==> src/rtl/line_enc_pkg.sv <==
package line_enc_pkg;

  typedef enum logic [1:0] {
    LM_LEVEL  = 2'b00,
    LM_TOGGLE = 2'b01,
    LM_MARK1  = 2'b10,
    LM_MARK0  = 2'b11
  } line_mode_e;

  localparam logic IDLE_LEVEL = 1'b1;

  typedef struct packed {
    logic cellStart;
    logic midCell;
  } cell_strobe_t;

endpackage

==> src/rtl/line_enc_ctrl.sv <==
module line_enc_ctrl
  import line_enc_pkg::*;
(
  input  logic         clk,
  input  logic         rstN,
  input  logic         halfEn,
  output cell_strobe_t strb
);

  logic secondHalf;

  always_ff @(posedge clk) begin
    if (!rstN) begin
      secondHalf <= 1'b0;
    end else if (halfEn) begin
      secondHalf <= ~secondHalf;
    end
  end

  always_comb begin
    strb.cellStart = halfEn & ~secondHalf;
    strb.midCell   = halfEn & secondHalf;
  end

endmodule

==> src/rtl/line_enc_dp.sv <==
module line_enc_dp
  import line_enc_pkg::*;
(
  input  logic         clk,
  input  logic         rstN,
  input  cell_strobe_t strb,
  input  logic         txBit,
  input  logic [1:0]   mode,
  output logic         encLvl
);

  line_mode_e curMode;
  logic       curBit;
  logic       startLvl;
  logic       midLvl;

  always_comb begin
    case (line_mode_e'(mode))
      LM_LEVEL:  startLvl = txBit;
      LM_TOGGLE: startLvl = txBit ? encLvl : ~encLvl;
      default:   startLvl = ~encLvl;
    endcase
  end

  always_comb begin
    case (curMode)
      LM_MARK1: midLvl = encLvl ^ curBit;
      LM_MARK0: midLvl = encLvl ^ ~curBit;
      default:  midLvl = encLvl;
    endcase
  end

  always_ff @(posedge clk) begin
    if (!rstN) begin
      encLvl  <= IDLE_LEVEL;
      curMode <= LM_LEVEL;
      curBit  <= IDLE_LEVEL;
    end else if (strb.cellStart) begin
      encLvl  <= startLvl;
      curMode <= line_mode_e'(mode);
      curBit  <= txBit;
    end else if (strb.midCell) begin
      encLvl  <= midLvl;
    end
  end

endmodule

==> src/rtl/line_enc_route.sv <==
module line_enc_route
  import line_enc_pkg::*;
(
  input  logic encLvl,
  input  logic echoEn,
  input  logic loopEn,
  input  logic rxLineIn,
  output logic lineOut,
  output logic rxData
);

  always_comb begin
    if (loopEn) begin
      lineOut = IDLE_LEVEL;
      rxData  = encLvl;
    end else begin
      lineOut = echoEn ? rxLineIn : encLvl;
      rxData  = rxLineIn;
    end
  end

endmodule

==> src/rtl/line_encoder.sv <==
module line_encoder
  import line_enc_pkg::*;
(
  input  logic       clk,
  input  logic       rstN,
  input  logic       halfEn,
  input  logic       txBit,
  input  logic [1:0] mode,
  input  logic       echoEn,
  input  logic       loopEn,
  input  logic       rxLineIn,
  output logic       lineOut,
  output logic       rxData
);

  cell_strobe_t strb;
  logic         encLvl;

  line_enc_ctrl i_ctrl (
    .clk    (clk),
    .rstN   (rstN),
    .halfEn (halfEn),
    .strb   (strb)
  );

  line_enc_dp i_dp (
    .clk    (clk),
    .rstN   (rstN),
    .strb   (strb),
    .txBit  (txBit),
    .mode   (mode),
    .encLvl (encLvl)
  );

  line_enc_route i_route (
    .encLvl   (encLvl),
    .echoEn   (echoEn),
    .loopEn   (loopEn),
    .rxLineIn (rxLineIn),
    .lineOut  (lineOut),
    .rxData   (rxData)
  );

endmodule

==> config.mk <==
export PLATFORM = sky130hd
export DESIGN_NAME = line_encoder
export DESIGN_NICKNAME = d
export VERILOG_FILES = /design/src/rtl/line_enc_pkg.sv /design/src/rtl/line_enc_ctrl.sv /design/src/rtl/line_enc_dp.sv /design/src/rtl/line_enc_route.sv /design/src/rtl/line_encoder.sv
export SDC_FILE = /design/constraint.sdc
export NUM_CORES = 1
export LEC_CHECK = 0
export CAP_MARGIN = 5
export CORE_AREA = 10 10 47 49
export DETAILED_ROUTE_END_ITERATION = 16
export DIE_AREA = 0 0 57 59
export SLEW_MARGIN = 20
export SYNTH_ARGS = -nofsm -noshare
export SYNTH_HDL_FRONTEND = slang
export SYNTH_SLANG_ARGS = --single-unit
==> constraint.sdc <==
create_clock -name clk -period 1 [get_ports clk]
set_input_delay 0.2 -clock clk [delete_from_list [all_inputs] [get_ports clk]]
set_output_delay 0.2 -clock clk [all_outputs]
set_load 0.005 [all_outputs]
==> impl_metrics.env, run 1 <==
export IMPL_final_common_cell="dlygate4sd2_1"
export IMPL_power_density_nw_per_um2=1280
export IMPL_vias_per_cell=4.26
export IMPL_insertion_delay_ps=240
export IMPL_cts_root_buffer="clkbuf_4"
export IMPL_gr_total_overflow=0
export IMPL_rsz0062_at_grt="true"
export IMPL_port_buffers=10
export IMPL_drive_gt1_frac=0.380
export IMPL_grt_pass1_wl_um=1290
export IMPL_netlist_area_um2=279
export IMPL_io_pins=11
export IMPL_min_period_ps=1230
export IMPL_syn_nets=38
export IMPL_finalCritPeriodShare=1.23
export IMPL_end_kind="primary output"
export IMPL_synth_edf_count=0
export IMPL_fin_nets=60
export IMPL_diodes=0
export IMPL_drt_iter0_markers=2
export IMPL_critPathLaunch="i_dp.encLvl"
export IMPL_synth_seq_cells=5
export IMPL_p_leak_uw=0.000227
export IMPL_worst_path_max_fanout=3
export IMPL_yosysWarnings=0
export IMPL_cp_required_ps=800
export IMPL_fmax_mhz=810
export IMPL_synth_flop_cell="dfxtp_1"
export IMPL_clk_transition_reported_paths_ps=40
export IMPL_synthCells=29
export IMPL_dp_cells=61
export IMPL_hp_class="in2reg"
export IMPL_cts_max_path_buffers=2
export IMPL_area_delta_synth_final_pct=77.1
export IMPL_syn_avg_cell_area_um2=9.62
export IMPL_setup_viol=3
export IMPL_rr_startpoint="i_dp.encLvl"
export IMPL_place_congestion=0.661
export IMPL_wl_um=770
export IMPL_fin_skew_ps=3.06
export IMPL_vias=281
export IMPL_drv_cap=0
export IMPL_grt_start_max_net_pins=5
export IMPL_start_util=0.199
export IMPL_die_area_um2=3360
export IMPL_min_from="txBit"
export IMPL_async_flop_share=0
export IMPL_die_h_um=59
export IMPL_slew_violations=0
export IMPL_wire_per_inst_um=11.7
export IMPL_violations="negative setup slack"
export IMPL_multi_input_area_um2=193
export IMPL_fin_cells=66
export IMPL_status="complete, but fails checks"
export IMPL_num_rows=14
export IMPL_ys_seq_area_frac=0.359
export IMPL_hold_buffers=0
export IMPL_hold_viol=0
export IMPL_mostFrequentLayoutCells="dlygate4sd2_1 (7), buf_4 (6), mux2i_1 (3), clkbuf_4 (3), dfxtp_1 (3)"
export IMPL_antenna_found_initial=0
export IMPL_arrival_ps=1030
export IMPL_fp_coreArea_um2=1400
export IMPL_worst_setup_path_start_kind="flip-flop"
export IMPL_setup_ws_ps=-234
export IMPL_num_fill_cells=149
export IMPL_maxSlewHeadroom=0.845
export IMPL_htreeDepth=1
export IMPL_ir_worst_vdd_mv=0.436
export IMPL_grt_pass1_vias=326
export IMPL_seq_area_um2=103
export IMPL_drc=0
export IMPL_cts_made_buffers=3
export IMPL_clkSinkCount=5
export IMPL_track_usage=0.0493
export IMPL_cts_tree="yes"
export IMPL_fp_dieW_um=57
export IMPL_worst_slew_pin_slew_ps=229
export IMPL_drtAntennaViolNets=0
export IMPL_fin_util=0.353
export IMPL_drt_pass1_iter_count=4
export IMPL_critPathKind="reg2out"
export IMPL_synth_cell_type_count=18
## final timing paths
kind	end	slack (ps)	cells past startpoint
max	lineOut	-230	3
min	i_dp.curBit	380	3
max reg2reg	i_dp.encLvl	-80	5
min reg2reg	i_dp.curBit	530	2
## report_power, final
part	switching [uW]	internal, uW
registers	13.7	218
clock network	79.3	151
logic	58.9	110
total	152	479
## area by class of cell
| class | instances | area share |
|---|---|---|
| repair buffers | 18 | 0.301 |
| flip-flops and latches | 5 | 0.208 |
| clock buffers | 4 | 0.0532 |
| inverters | 1 | 0.00759 |
| multi-input cells | 22 | 0.390 |
| well taps | 16 | 0.0405 |
## per-stage QoR
step / power, uW / TNS [ps] / cell area [um2] / hold slack, ps / worst slack [ps]
after global routing: 682 / -635 / 494 / 430 / -261
after floorplan: 299 / 0 / 279 / 262 / 21.4
after detailed placement: 390 / -3070 / 447 / 486 / -675
after global placement: 389 / -3020 / 447 / 484 / -657
after CTS: 642 / -574 / 489 / 381 / -232
final: 631 / -458 / 494 / 378 / -234
## what timing repair did
item / in CTS / in global routing
setup buffers: 2 / 0
pin swaps: 3 / 3
endpoints found under the setup margin: 6 / 5
resized for setup: 20 / 4
## logic make-up after synthesis
family / count (synthesis) / share of synthesized area
AND/OR/NAND/NOR: 10 / 0.229
buffers and inverters: 2 / 0.0314
AO/OA/AOI/OAI: 6 / 0.170
multiplexers: 4 / 0.148
XOR/XNOR: 2 / 0.0628
flip-flops: 5 / 0.359
## registers in the layout, summed over array words and instances (netlist names)
register and cells:
i_dp.curMode 2, i_ctrl.secondHalf 1, i_dp.curBit 1, i_dp.encLvl 1
## critical path, cell delays in order, from the launching register on
cell	delay [ps]
dfxtp_2	320
nor2b_4	120
a211o_1	230
buf_2	130
## per-layer routing
| layer | vias up | routed length, um | GRT usage |
|---|---|---|---|
| met5 | - | 0 | 0 |
| met4 | 0 | 24 | 0.0604 |
| met3 | 2 | 33 | 0.0129 |
| met2 | 6 | 363 | 0.0713 |
| met1 | 127 | 348 | 0.0523 |
| li1 | 146 | - | - |
## Yosys cell counts, types with 2 or more instances
cell type / n / area share
dfxtp_1: 5 / 0.36
mux2i_1: 3 / 0.11
nand2_1: 2 / 0.027
nor2b_1: 4 / 0.090
xnor2_1: 2 / 0.063
Power figures use the tool's default switching activity.
==> run 2: changes to the inputs <==
--- a/config.mk
+++ b/config.mk
@@ -12,4 +12,5 @@
 export SLEW_MARGIN = 20
 export SYNTH_ARGS = -nofsm -noshare
 export SYNTH_HDL_FRONTEND = slang
+export SYNTH_HIERARCHICAL = 1
 export SYNTH_SLANG_ARGS = --single-unit
==> run 2 against run 1 <==
Effect of this change:
- power rose by 1.0%
- largest cell class unchanged
- via count rose by 5.7%
- utilization rose by 0.18 points
- the run still ends with negative setup slack left
- worst setup slack improved by 14 ps
- area after synthesis rose by 1.8%
==> impl_metrics.env, run 2 <==
export IMPL_syn_nets=39
export IMPL_hp_class="in2reg"
export IMPL_antenna_found_initial=0
export IMPL_drc=0
export IMPL_power_total_uw=637
export IMPL_p_leak_uw=0.000219
export IMPL_syn_avg_cell_area_um2=9.47
export IMPL_min_from="mode[0]"
export IMPL_netlist_top_cells_count="dfxtp_1 (5), nor2b_1 (3)"
export IMPL_setup_ws_ps=-220
export IMPL_drive_gt1_frac=0.392
export IMPL_finalCritPeriodShare=1.22
export IMPL_rr_startpoint="i_ctrl/secondHalf"
export IMPL_grt_busiest_layer="met2"
export IMPL_drt_pass1_iter_count=4
export IMPL_fin_skew_ps=7.16
export IMPL_wire_per_inst_um=11.1
export IMPL_grtUsageMet3=0.0343
export IMPL_cts_tree="yes"
export IMPL_power_density_nw_per_um2=1280
export IMPL_diodes=0
export IMPL_reg2reg_slack_ps=-130
export IMPL_fmax_mhz=819
export IMPL_vias=297
export IMPL_place_congestion=0.756
export IMPL_cts_root_buffer="clkbuf_4"
export IMPL_hold_buffers=0
export IMPL_die_h_um=59
export IMPL_met1_usage=0.0441
export IMPL_synth_edf_count=0
export IMPL_cp_slowest_stage_delay_ps=320
export IMPL_hold_depth=3
export IMPL_synth_cell_type_count=20
export IMPL_rsz0062_at_grt="true"
export IMPL_start_util=0.203
export IMPL_critical_path_slowest_cell="dfxtp_2"
export IMPL_ir_worst_vdd_mv=0.782
export IMPL_use_met2=0.0791
export IMPL_cpLargestDelayFamily="flip-flops"
export IMPL_end_kind="primary output"
export IMPL_cp_cell_sequence="nor2b_1, a211o_1, buf_2"
export IMPL_dpl_hpwl_um=565
export IMPL_status="complete, but fails checks"
export IMPL_critPathKind="reg2out"
export IMPL_cts_made_buffers=3
export IMPL_violations="negative setup slack"
export IMPL_fp_dieW_um=57
export IMPL_clk_transition_reported_paths_ps=50
export IMPL_wl_um=744
export IMPL_hold_viol=0
export IMPL_drv_cap=0
export IMPL_ys_seq_area_frac=0.352
export IMPL_ys_top_cells_by_area="dfxtp_1 (35%), mux2i_1 (7.0%), nor2b_1 (6.6%)"
export IMPL_worst_slew_pin_slew_ps=235
export IMPL_async_flop_share=0
export IMPL_synthCells=30
export IMPL_worst_path_max_fanout=3
export IMPL_io_pins=11
export IMPL_setup_tns_ps=-495
export IMPL_grt_pass1_vias=320
export IMPL_port_buffers=10
export IMPL_setup_viol=3
export IMPL_gr_total_overflow=0
export IMPL_synth_flop_cell="dfxtp_1"
export IMPL_cts_max_path_buffers=2
export IMPL_reg2reg_depth=4
export IMPL_regMostFlops="i_dp/curMode"
export IMPL_arrival_ps=1020
export IMPL_grt_start_max_net_pins=5
export IMPL_path_buf_inv=1
export IMPL_yosys_area_top_type_share=0.352
export IMPL_min_period_ps=1220
export IMPL_num_rows=14
export IMPL_mostFrequentLayoutCells="buf_4 (6), dlygate4sd2_1 (6), clkbuf_4 (3), dfxtp_1 (3), buf_6 (3)"
export IMPL_insertion_delay_ps=250
export IMPL_netlist_area_um2=284
export IMPL_synth_seq_cells=5
export IMPL_fin_nets=61
export IMPL_slew_violations=0
export IMPL_htreeDepth=1
export IMPL_yosysWarnings=6
export IMPL_worst_setup_path_start_kind="flip-flop"
export IMPL_yosysTopAreaCell="dfxtp_1"
export IMPL_hold_path_endpoint="i_dp/curMode[0]"
export IMPL_yosysMostFrequentCell="dfxtp_1"
export IMPL_grt_pass1_wl_um=1280
export IMPL_track_usage=0.0502
export IMPL_largest_reg_flops=2
export IMPL_maxSlewHeadroom=0.841
export IMPL_die_area_um2=3360
export IMPL_area_delta_synth_final_pct=74.9
export IMPL_worstReg2RegEnd="i_dp/encLvl"
export IMPL_drt_iter0_markers=5
export IMPL_vias_per_cell=4.43
export IMPL_cp_required_ps=800
export IMPL_drtAntennaViolNets=0
export IMPL_fp_coreArea_um2=1400
export IMPL_clkSinkCount=5
-- run 2: how the worst max path moves through the flow --
stage                        to  cells past startpoint  slack [ps]              start
floorplan           i_dp/encLvl                      5        -130  i_ctrl/secondHalf
global placement         rxData                      3        -650             loopEn
detailed placement       rxData                      3        -680             loopEn
CTS                     lineOut                      3        -240        i_dp/encLvl
global route            lineOut                      3        -280        i_dp/encLvl
finish                  lineOut                      3        -220        i_dp/encLvl
-- run 2: cell type report --
cell class / instances / area (um2)
well taps: 16 / 20.0
inverters: 1 / 3.75
clock buffers: 4 / 26.3
multi-input cells: 23 / 188
flip-flops and latches: 5 / 103
fillers: 154 / 905
repair buffers: 18 / 156
-- run 2: worst reg2reg max path, delay by kind of cell (launching register included) --
| family | cells | cell delay [ps] |
|---|---|---|
| AO/OA/AOI/OAI | 2 | 450 |
| flip-flops | 1 | 330 |
| AND/OR/NAND/NOR | 2 | 250 |
-- run 2: kinds of logic after synthesis --
logic type | Yosys count | share of synthesized area
compound gates | 8 | 0.216
xor+xnor | 2 | 0.0617
buf+inv | 2 | 0.0396
flops | 5 | 0.352
mux | 3 | 0.110
simple gates | 10 | 0.220
-- run 2: per-layer routing --
metal,part of all wire,wire (um)
met1,0.47,350
met2,0.46,341
met3,0.069,51
met4,0,0
met5,0,0
-- run 2: stage by stage --
step	util	setup WS [ps]	instance area (um2)	std cells	hold WS, ps
3_3_place_gp	0.321	-655	450	61	480
6_report	0.354	-220	497	67	423
2_1_floorplan	-	-131	297	30	262
5_1_grt	0.354	-280	497	67	426
3_5_place_dp	0.321	-679	450	61	484
4_1_cts	0.345	-239	483	66	434
-- run 2: power breakdown --
group          internal (uW)  total, uW  switching (uW)
Sequential               217        229            11.5
Combinational            110        171            61.6
Clock                    151        237            85.9
Total                    478        637             159
-- run 2: what timing repair did --
item,4_1_cts,5_1_grt
pin swaps,2,2
buffers inserted,2,2
resized for setup,19,2
endpoints found under the setup margin,6,5
==> run 3: changes to the inputs <==
--- a/config.mk
+++ b/config.mk
@@ -9,6 +9,7 @@
 export CORE_AREA = 10 10 47 49
 export DETAILED_ROUTE_END_ITERATION = 16
 export DIE_AREA = 0 0 57 59
+export PLACE_DENSITY = 0.55
 export SLEW_MARGIN = 20
 export SYNTH_ARGS = -nofsm -noshare
 export SYNTH_HDL_FRONTEND = slang
==> run 3 against run 2 <==
Effect of this change:
- the flow still finishes with violations (negative setup slack)
- fmax increased by 0.62%
- clock power about the same
- cell count unchanged
- critical path depth unchanged
- sequential power about the same
- clock-buffer cell count unchanged
- register-to-register slack got worse by 40 ps
==> impl_metrics.env, run 3 (synthesis results as in run 2) <==
export IMPL_antenna_found_initial=0
export IMPL_drv_cap=0
export IMPL_fp_coreArea_um2=1400
export IMPL_cp_required_ps=800
export IMPL_num_rows=14
export IMPL_cts_tree="yes"
export IMPL_cp_slowest_stage_delay_ps=320
export IMPL_diodes=0
export IMPL_gr_total_overflow=0
export IMPL_power_share_switching=0.249
export IMPL_mostFrequentLayoutCells="buf_6 (4), buf_4 (4), dlygate4sd2_1 (4), clkdlybuf4s50_1 (4)"
export IMPL_p_seq_frac=0.359
export IMPL_vias_per_cell=4.45
export IMPL_setup_viol=5
export IMPL_fp_dieW_um=57
export IMPL_min_period_ps=1210
export IMPL_cts_max_path_buffers=2
export IMPL_critical_path_slowest_cell="dfxtp_2"
export IMPL_worst_path_max_fanout=3
export IMPL_fin_nets=61
export IMPL_end_kind="primary output"
export IMPL_drtAntennaViolNets=0
export IMPL_dp_slack_ps=-665
export IMPL_regMostFlops="i_dp/curMode"
export IMPL_dpl_hpwl_um=564
export IMPL_min_from="halfEn"
export IMPL_die_area_um2=3360
export IMPL_cts_made_buffers=3
export IMPL_htreeDepth=1
export IMPL_setup_tns_ps=-622
export IMPL_wire_per_inst_um=11.1
export IMPL_violations="negative setup slack"
export IMPL_grt_start_max_net_pins=6
export IMPL_drc=0
export IMPL_insertion_delay_ps=250
export IMPL_reg2reg_depth=4
export IMPL_num_fill_cells=165
export IMPL_track_usage=0.0493
export IMPL_rsz0062_at_grt="true"
export IMPL_hold_path_endpoint="i_ctrl/secondHalf"
export IMPL_finalCritPeriodShare=1.21
export IMPL_place_congestion=0.721
export IMPL_cts_root_buffer="clkbuf_4"
export IMPL_p_leak_uw=0.000211
export IMPL_port_buffers=10
export IMPL_hold_depth=3
export IMPL_status="complete, but fails checks"
export IMPL_grt_pass1_wl_um=1220
export IMPL_largest_reg_flops=2
export IMPL_fin_skew_ps=3.62
export IMPL_hold_viol=0
export IMPL_vias=298
export IMPL_wl_um=742
export IMPL_start_util=0.203
export IMPL_drt_iter0_markers=1
export IMPL_arrival_ps=1010
export IMPL_worstReg2RegEnd="i_dp/encLvl"
export IMPL_pwr_share_comb=0.264
export IMPL_hp_class="in2reg"
export IMPL_worst_slew_pin_slew_ps=301
export IMPL_reg2reg_slack_ps=-170
export IMPL_critPathKind="reg2out"
export IMPL_p_int_uw=476
export IMPL_p_switching_uw=158
export IMPL_maxSlewHeadroom=0.797
export IMPL_power_density_nw_per_um2=1280
export IMPL_fmax_mhz=824
export IMPL_rr_startpoint="i_ctrl/secondHalf"
export IMPL_hold_buffers=0
export IMPL_die_h_um=59
export IMPL_setup_ws_ps=-213
export IMPL_power_frac_clock=0.377
export IMPL_cp_cell_sequence="nor2b_1, a211o_1, buf_2"
export IMPL_grt_pass1_vias=296
export IMPL_ir_worst_vdd_mv=0.526
export IMPL_slew_violations=0
export IMPL_worst_setup_path_start_kind="flip-flop"
export IMPL_clkSinkCount=5
export IMPL_io_pins=11
export IMPL_area_delta_synth_final_pct=74.9
export IMPL_drt_pass1_iter_count=2
export IMPL_clk_transition_reported_paths_ps=50
export IMPL_drive_gt1_frac=0.392
==> run 3: power groups by stage <==
stage               logic [uW]  clock network (uW)  registers, uW
floorplan                 78.7                   0            230
global placement           160                   0            230
detailed placement         160                   0            230
CTS                        157                 251            228
global route               183                 274            229
finish                     167                 239            228
==> run 3: area by class of cell <==
class / count / area (um2) / area share
well taps: 16 / 20.0 / 0.0403
multi-input cells: 23 / 184 / 0.370
inverters: 1 / 3.75 / 0.00756
flip-flops and latches: 5 / 103 / 0.207
repair buffers: 18 / 160 / 0.322
clock buffers: 4 / 26.3 / 0.0529
==> run 3: what timing repair did <==
item,in CTS,in global routing
pin swaps,3,2
endpoints found under the setup margin,6,6
gates resized for setup,15,3
buffers inserted,2,1
==> run 3: worst max-delay path, delay by kind of cell, from the launching register on <==
kind                   cells  cell delay, ps
AOI/OAI and AO/OA          1             210
DFF                        1             320
buffers and inverters      1             120
and+or+nand+nor            1             120
==> run 3: metal layers <==
metal	GRT usage	vias to the layer above	routed length (um)
li1	-	150	-
met1	0.0523	132	355
met2	0.0589	12	294
met3	0.0236	4	51
met4	0.0705	0	41
met5	0	-	0
==> run 3: how the worst max path moves through the flow <==
stage               cells after the start           to               from
global route                            3      lineOut        i_dp/encLvl
CTS                                     3      lineOut        i_dp/encLvl
floorplan                               5  i_dp/encLvl  i_ctrl/secondHalf
global placement                        3       rxData             loopEn
finish                                  3      lineOut        i_dp/encLvl
detailed placement                      3       rxData             loopEn
==> run 3: through the flow <==
step | instances | power [uW] | hold slack [ps] | utilization | area [um2]
floorplan | 30 | 309 | 262 | - | 297
global placement | 61 | 390 | 480 | 0.321 | 450
detailed placement | 61 | 390 | 488 | 0.321 | 450
CTS | 66 | 636 | 437 | 0.341 | 478
global route | 67 | 686 | 447 | 0.354 | 497
finish | 67 | 634 | 433 | 0.354 | 497
